### src/rtl/spi_baud_pkg.sv
package spi_baud_pkg;

   localparam int SB_DIV_W   = 2;
   localparam int SB_BRG_W   = 6;
   localparam int SB_BRG_MIN = 4;
   localparam int SB_BRG_MAX = (1 << SB_BRG_W) - 1;
   localparam int SB_DIV_MAX = (1 << SB_DIV_W) - 1;

   typedef struct packed {
      logic [SB_DIV_W-1:0] div;
      logic [SB_BRG_W-1:0] brg;
   } baud_cfg_t;

   // choose the smallest prescale that gives a legal count.
   function automatic baud_cfg_t baud_from_ratio(input logic [31:0] ratio);
      baud_cfg_t   cfg;
      logic [31:0] q;
      logic        found;
      cfg.div = SB_DIV_W'(SB_DIV_MAX);
      cfg.brg = SB_BRG_W'(SB_BRG_MAX);
      found   = 1'b0;
      for (int d = 0; d <= SB_DIV_MAX; d++) begin
         if (!found) begin
            q = ratio >> (d + 2);
            if (q < 32'(SB_BRG_MIN + 1)) begin
               cfg.div = '0;
               cfg.brg = SB_BRG_W'(SB_BRG_MIN);
               found   = 1'b1;
            end else if (q <= 32'(SB_BRG_MAX + 1)) begin
               cfg.div = SB_DIV_W'(d);
               cfg.brg = SB_BRG_W'(q - 32'd1);
               found   = 1'b1;
            end
         end
      end
      return cfg;
   endfunction

endpackage

### src/rtl/spi_baud_cfgreg.sv
module spi_baud_cfgreg #(
   parameter int DIV_W     = 2,
   parameter int BRG_W     = 6,
   parameter int BRG_MIN   = 4,
   parameter bit CLAMP_BRG = 1'b1
) (
   input  logic             clk_i,
   input  logic             rst_i,
   input  logic             en_i,
   input  logic [DIV_W-1:0] div_sel_i,
   input  logic [BRG_W-1:0] brg_i,
   input  logic             cpol_i,
   output logic [DIV_W-1:0] div_q,
   output logic [BRG_W-1:0] brg_q,
   output logic             cpol_q
);

   localparam logic [BRG_W-1:0] BRG_FLOOR = BRG_W'(BRG_MIN);

   logic [BRG_W-1:0] brg_legal;

   generate
      if (CLAMP_BRG) begin : g_clamp
         assign brg_legal = (brg_i < BRG_FLOOR) ? BRG_FLOOR : brg_i;
      end else begin : g_pass
         assign brg_legal = brg_i;
      end
   endgenerate

   always_ff @(posedge clk_i) begin
      if (rst_i) begin
         div_q  <= '0;
         brg_q  <= BRG_FLOOR;
         cpol_q <= 1'b0;
      end else if (!en_i) begin
         div_q  <= div_sel_i;
         brg_q  <= brg_legal;
         cpol_q <= cpol_i;
      end
   end

   // configuration frozen while running
   a_r7_cfg_hold: assert property (@(posedge clk_i) disable iff (rst_i)
      (en_i && $past(en_i)) |-> ($stable(div_q) && $stable(brg_q) && $stable(cpol_q)));

   // captured count never below the floor
   a_r3_brg_floor: assert property (@(posedge clk_i) disable iff (rst_i)
      !CLAMP_BRG || (brg_q >= BRG_FLOOR));

endmodule

### src/rtl/spi_baud_prescale.sv
module spi_baud_prescale #(
   parameter int DIV_W = 2
) (
   input  logic             clk_i,
   input  logic             rst_i,
   input  logic             en_i,
   input  logic [DIV_W-1:0] div_q,
   output logic             tick_o
);

   localparam int PRE_W = 1 << DIV_W;

   logic [PRE_W-1:0] cnt;
   logic [PRE_W-1:0] lim;

   // limit is (2 << div) - 1: div+1 ones from the bottom
   always_comb begin
      for (int i = 0; i < PRE_W; i++) begin
         lim[i] = (i <= int'(div_q));
      end
   end

   assign tick_o = en_i && (cnt == lim);

   always_ff @(posedge clk_i) begin
      if (rst_i || !en_i || cnt == lim) begin
         cnt <= '0;
      end else begin
         cnt <= cnt + 1'b1;
      end
   end

   // prescale counter stays inside its period
   a_r1_pre_range: assert property (@(posedge clk_i) disable iff (rst_i)
      en_i |-> (cnt <= lim));

endmodule

### src/rtl/spi_baud_divider.sv
module spi_baud_divider #(
   parameter int BRG_W = 6
) (
   input  logic             clk_i,
   input  logic             rst_i,
   input  logic             en_i,
   input  logic             tick_i,
   input  logic [BRG_W-1:0] brg_q,
   output logic             toggle_o
);

   logic [BRG_W-1:0] cnt;

   assign toggle_o = tick_i && (cnt == brg_q);

   always_ff @(posedge clk_i) begin
      if (rst_i || !en_i) begin
         cnt <= '0;
      end else if (tick_i) begin
         cnt <= (cnt == brg_q) ? '0 : cnt + 1'b1;
      end
   end

   // tick count stays within brg+1 ticks
   a_r1_brg_range: assert property (@(posedge clk_i) disable iff (rst_i)
      en_i |-> (cnt <= brg_q));

endmodule

### src/rtl/spi_baud_edges.sv
module spi_baud_edges (
   input  logic clk_i,
   input  logic rst_i,
   input  logic en_i,
   input  logic toggle_i,
   input  logic cpol_q,
   output logic sclk_o,
   output logic lead_o,
   output logic trail_o
);

   logic at_idle;
   assign at_idle = (sclk_o == cpol_q);

   always_ff @(posedge clk_i) begin
      if (rst_i) begin
         sclk_o  <= 1'b0;
         lead_o  <= 1'b0;
         trail_o <= 1'b0;
      end else if (!en_i) begin
         sclk_o  <= cpol_q;
         lead_o  <= 1'b0;
         trail_o <= 1'b0;
      end else begin
         if (toggle_i) begin
            sclk_o <= ~sclk_o;
         end
         lead_o  <= toggle_i && at_idle;
         trail_o <= toggle_i && !at_idle;
      end
   end

   // strobes last one cycle
   a_r6_lead_pulse: assert property (@(posedge clk_i) disable iff (rst_i)
      lead_o |=> !lead_o);
   a_r6_trail_pulse: assert property (@(posedge clk_i) disable iff (rst_i)
      trail_o |=> !trail_o);

   // quiet when disabled
   a_r5_quiet_off: assert property (@(posedge clk_i) disable iff (rst_i)
      !en_i |=> (!lead_o && !trail_o));

   // strobe levels and exclusivity
   a_r4_lead_level: assert property (@(posedge clk_i) disable iff (rst_i)
      lead_o |-> (sclk_o != cpol_q));
   a_r4_exclusive: assert property (@(posedge clk_i) disable iff (rst_i)
      !(lead_o && trail_o));

endmodule

### src/rtl/spi_baud_gen.sv
module spi_baud_gen #(
   parameter int DIV_W     = spi_baud_pkg::SB_DIV_W,
   parameter int BRG_W     = spi_baud_pkg::SB_BRG_W,
   parameter int BRG_MIN   = spi_baud_pkg::SB_BRG_MIN,
   parameter bit CLAMP_BRG = 1'b1
) (
   input  logic             clk_i,
   input  logic             rst_i,
   input  logic             en_i,
   input  logic [DIV_W-1:0] div_sel_i,
   input  logic [BRG_W-1:0] brg_i,
   input  logic             cpol_i,
   output logic             sclk_o,
   output logic             lead_o,
   output logic             trail_o
);

   generate
      if (DIV_W < 1 || DIV_W > 3) begin : g_bad_div
         $error("spi_baud_gen: DIV_W out of range");
      end
      if (BRG_MIN >= (1 << BRG_W)) begin : g_bad_brg
         $error("spi_baud_gen: BRG_MIN does not fit BRG_W");
      end
   endgenerate

   logic [DIV_W-1:0] div_q;
   logic [BRG_W-1:0] brg_q;
   logic             cpol_q;
   logic             tick;
   logic             toggle;

   spi_baud_cfgreg #(
      .DIV_W(DIV_W), .BRG_W(BRG_W), .BRG_MIN(BRG_MIN), .CLAMP_BRG(CLAMP_BRG)
   ) u_cfg (
      .clk_i(clk_i), .rst_i(rst_i), .en_i(en_i),
      .div_sel_i(div_sel_i), .brg_i(brg_i), .cpol_i(cpol_i),
      .div_q(div_q), .brg_q(brg_q), .cpol_q(cpol_q)
   );

   spi_baud_prescale #(.DIV_W(DIV_W)) u_pre (
      .clk_i(clk_i), .rst_i(rst_i), .en_i(en_i),
      .div_q(div_q), .tick_o(tick)
   );

   spi_baud_divider #(.BRG_W(BRG_W)) u_div (
      .clk_i(clk_i), .rst_i(rst_i), .en_i(en_i),
      .tick_i(tick), .brg_q(brg_q), .toggle_o(toggle)
   );

   spi_baud_edges u_edge (
      .clk_i(clk_i), .rst_i(rst_i), .en_i(en_i),
      .toggle_i(toggle), .cpol_q(cpol_q),
      .sclk_o(sclk_o), .lead_o(lead_o), .trail_o(trail_o)
   );

endmodule

### config.mk
export PLATFORM = sky130hd
export DESIGN_NAME = spi_baud_gen
export DESIGN_NICKNAME = d
export VERILOG_FILES = /design/src/rtl/spi_baud_pkg.sv /design/src/rtl/spi_baud_cfgreg.sv /design/src/rtl/spi_baud_prescale.sv /design/src/rtl/spi_baud_divider.sv /design/src/rtl/spi_baud_edges.sv /design/src/rtl/spi_baud_gen.sv
export SDC_FILE = /design/constraint.sdc
export NUM_CORES = 1
export LEC_CHECK = 0
export BUFFER_PORTS_ARGS = -buffer_cell sky130_fd_sc_hd__buf_2
export CAP_MARGIN = 10
export CORE_UTILIZATION = 58
export DETAILED_ROUTE_END_ITERATION = 12
export GPL_ROUTABILITY_DRIVEN = 0
export PLACE_DENSITY_LB_ADDON = 0.05
export SLEW_MARGIN = 20
export SYNTH_ARGS = -nofsm -noshare
export SYNTH_HDL_FRONTEND = slang
export SYNTH_SLANG_ARGS = --single-unit
### constraint.sdc
create_clock -name clk_i -period 4.6 [get_ports clk_i]
set_input_delay 0.92 -clock clk_i [delete_from_list [all_inputs] [get_ports clk_i]]
set_output_delay 0.92 -clock clk_i [all_outputs]
set_load 0.01 [all_outputs]
==> metrics.txt <==
slew at the pin with the worst max-slew slack 426 ps; Placed Instances 129; effective utilization at floorplan 0.640; largest net degree at the start of global routing 13; initial antenna violation count 0; Num CTS Buffers 3; most frequent cells in the layout 22 x dfxtp_1, 19 x nor2_1, 15 x xnor2_1; Cell Pwr Density 311 nW/um^2; WL/cell 12.1 um; row cnt 14; Post-synth top flop dfxtp_1; Tot GR Track Use 0.200; peak supply drop 0.204 mV; initial drt markers 3; fin area 1100 um^2; Final ANT Viol Nets 0; Netlist cell types 24; first-pass GRT wire length 2770 um; Clk Latency, worst-skew pair 300 ps; fraction of layout cells with a size suffix above 1 0.179; RSZ-0062 raised after global routing no; Synth Register Bits 22; max-cap violation count 0; syn avg cell area 9.67 um^2; register area share after synthesis 0.447; post-route insts no fill 133; # setup viols final 0; Final Max Slew Viols 0; synth-to-layout area growth 11.5%; port bufs 14; Syn Std Cell Area 986 um^2; critical path's slowest cell or4_1; Nets 132; Detailed Route WL 1610 um; Post-route DRC 0; CTS tree done; most common cell after layout, fill and taps aside dfxtp_1; CP endpoint kind flop; YS warnings 0; via count 698; maximum fanout along the worst path 7; critical-path cell list xor2_1 > or4_1 > a2111oi_4 > nand2b_1 > nor2_1; CP startpoint kind flop; dpl cell area 1060 um^2; minimum clock period 2020 ps; IO Pins 15; DPL Wire Length 1220 um; Post-synth EDFFs 0; # Post-CTS Setup Buffers 0; Pre-antenna DRT Iters 4; CTS Hold Bufs 0; outcome completed; asr flop ratio synth 0; Mapped Nets 116; Leak 0.424 nW; number of H-tree levels 1; Post-CTS Resized 0; Hold Path Class flop to flop; Die X 43.2 um; total grt overflow 0; clock-pin slew on the worst setup and hold paths 120 ps; Crit path largest cell delay 580 ps; period utilisation layout 0.438; Post-Route Setup TNS 0 ps; clk sink count 22; Ant. Diodes 0; final hold vios 0; vias in the first global route 644; vias per cell 5.25; core area 1540 um^2; CP Class flop to flop; final setup margin 2580 ps; worst slack, placed 2510 ps; worst endpoint data arrival time 2210 ps; Die H 43.2 um; clk buf depth 2; Post-Syn Instances 102; Die ar. 1870 um^2; root buf cell clkbuf_4; total power 342 uW; relative slew slack 0.714; Worst EP required 4800 ps; Fmax 496 MHz; skew final 5.08 ps
[worst max-delay path: cells and delay by family, from the launching register on]
family | cells | cell delay [ps]
compound gates | 1 | 450
xor+xnor | 1 | 160
simple gates | 3 | 950
flops | 1 | 360
[cell usage after synthesis (2+ instances only)]
| master | count | area [um^2] |
|---|---|---|
| dfxtp_1 | 22 | 440 |
| nor2_1 | 19 | 71.3 |
| xnor2_1 | 15 | 131 |
| mux2i_1 | 7 | 70.1 |
| inv_1 | 4 | 15.0 |
| nand2_1 | 4 | 15.0 |
| a211oi_1 | 3 | 22.5 |
| a21oi_1 | 3 | 15.0 |
| nand2b_1 | 3 | 18.8 |
| nand3_1 | 3 | 15.0 |
| a22o_1 | 2 | 17.5 |
| clkbuf_1 | 2 | 7.51 |
| ha_1 | 2 | 25.0 |
| nand4_1 | 2 | 12.5 |
| xor2_1 | 2 | 17.5 |
[layer usage]
metal,global-route usage,up-vias,wire length (um)
met3,0.0255,2,35
met4,0.0909,0,10
li1,-,379,-
met2,0.316,9,746
met1,0.268,308,821
met5,0,-,0
[state kept, by name (all words and copies together) (netlist names)]
name and cells:
u_cfg.brg_q 6, u_div.cnt 6, u_pre.cnt 4, u_cfg.div_q 2
u_cfg.cpol_q 1, u_edge.lead_o 1, u_edge.sclk_o 1, u_edge.trail_o 1
[stage by stage]
| step | hold slack, ps | util |
|---|---|---|
| after CTS | 498 | 0.713 |
| after global placement | 467 | 0.690 |
| final | 499 | 0.713 |
| after detailed placement | 470 | 0.690 |
| after floorplan | 441 | - |
| after global routing | 530 | 0.713 |
[power breakdown]
group	internal, mW	switching, mW
combinational	0.0161	0.0185
clock	0.0482	0.0572
sequential	0.197	0.00552
total	0.261	0.0812
[layout make-up]
class,instances,area (um^2)
Fill cell,128,442
Inverter,4,15.0
Multi-Input combinational cell,73,518
Clock buffer,4,36.3
Tap cell,16,20.0
Sequential cell,22,440
Timing Repair Buffer,14,70.1
[cell families (layout without fill, tap and decap cells)]
| kind of cell | Yosys count | after routing | share of synthesized area |
|---|---|---|---|
| simple gates | 36 | 36 | 0.166 |
| flops | 22 | 22 | 0.447 |
| xor+xnor | 17 | 17 | 0.151 |
| compound gates | 11 | 11 | 0.112 |
| mux | 7 | 7 | 0.0711 |
| buf+inv | 7 | 22 | 0.0279 |
| fa+ha+maj | 2 | 2 | 0.0254 |
[final timing paths]
kind	startpoint	end	slack (ps)	cells past startpoint
setup reg to reg	u_cfg.div_q[0]	u_div.cnt[0]	2580	5
setup / recovery	u_cfg.div_q[0]	u_div.cnt[0]	2580	5
hold reg to reg	u_pre.cnt[0]	u_pre.cnt[0]	500	1
hold / removal	u_pre.cnt[0]	u_pre.cnt[0]	500	1
Power figures use the tool's default switching activity.
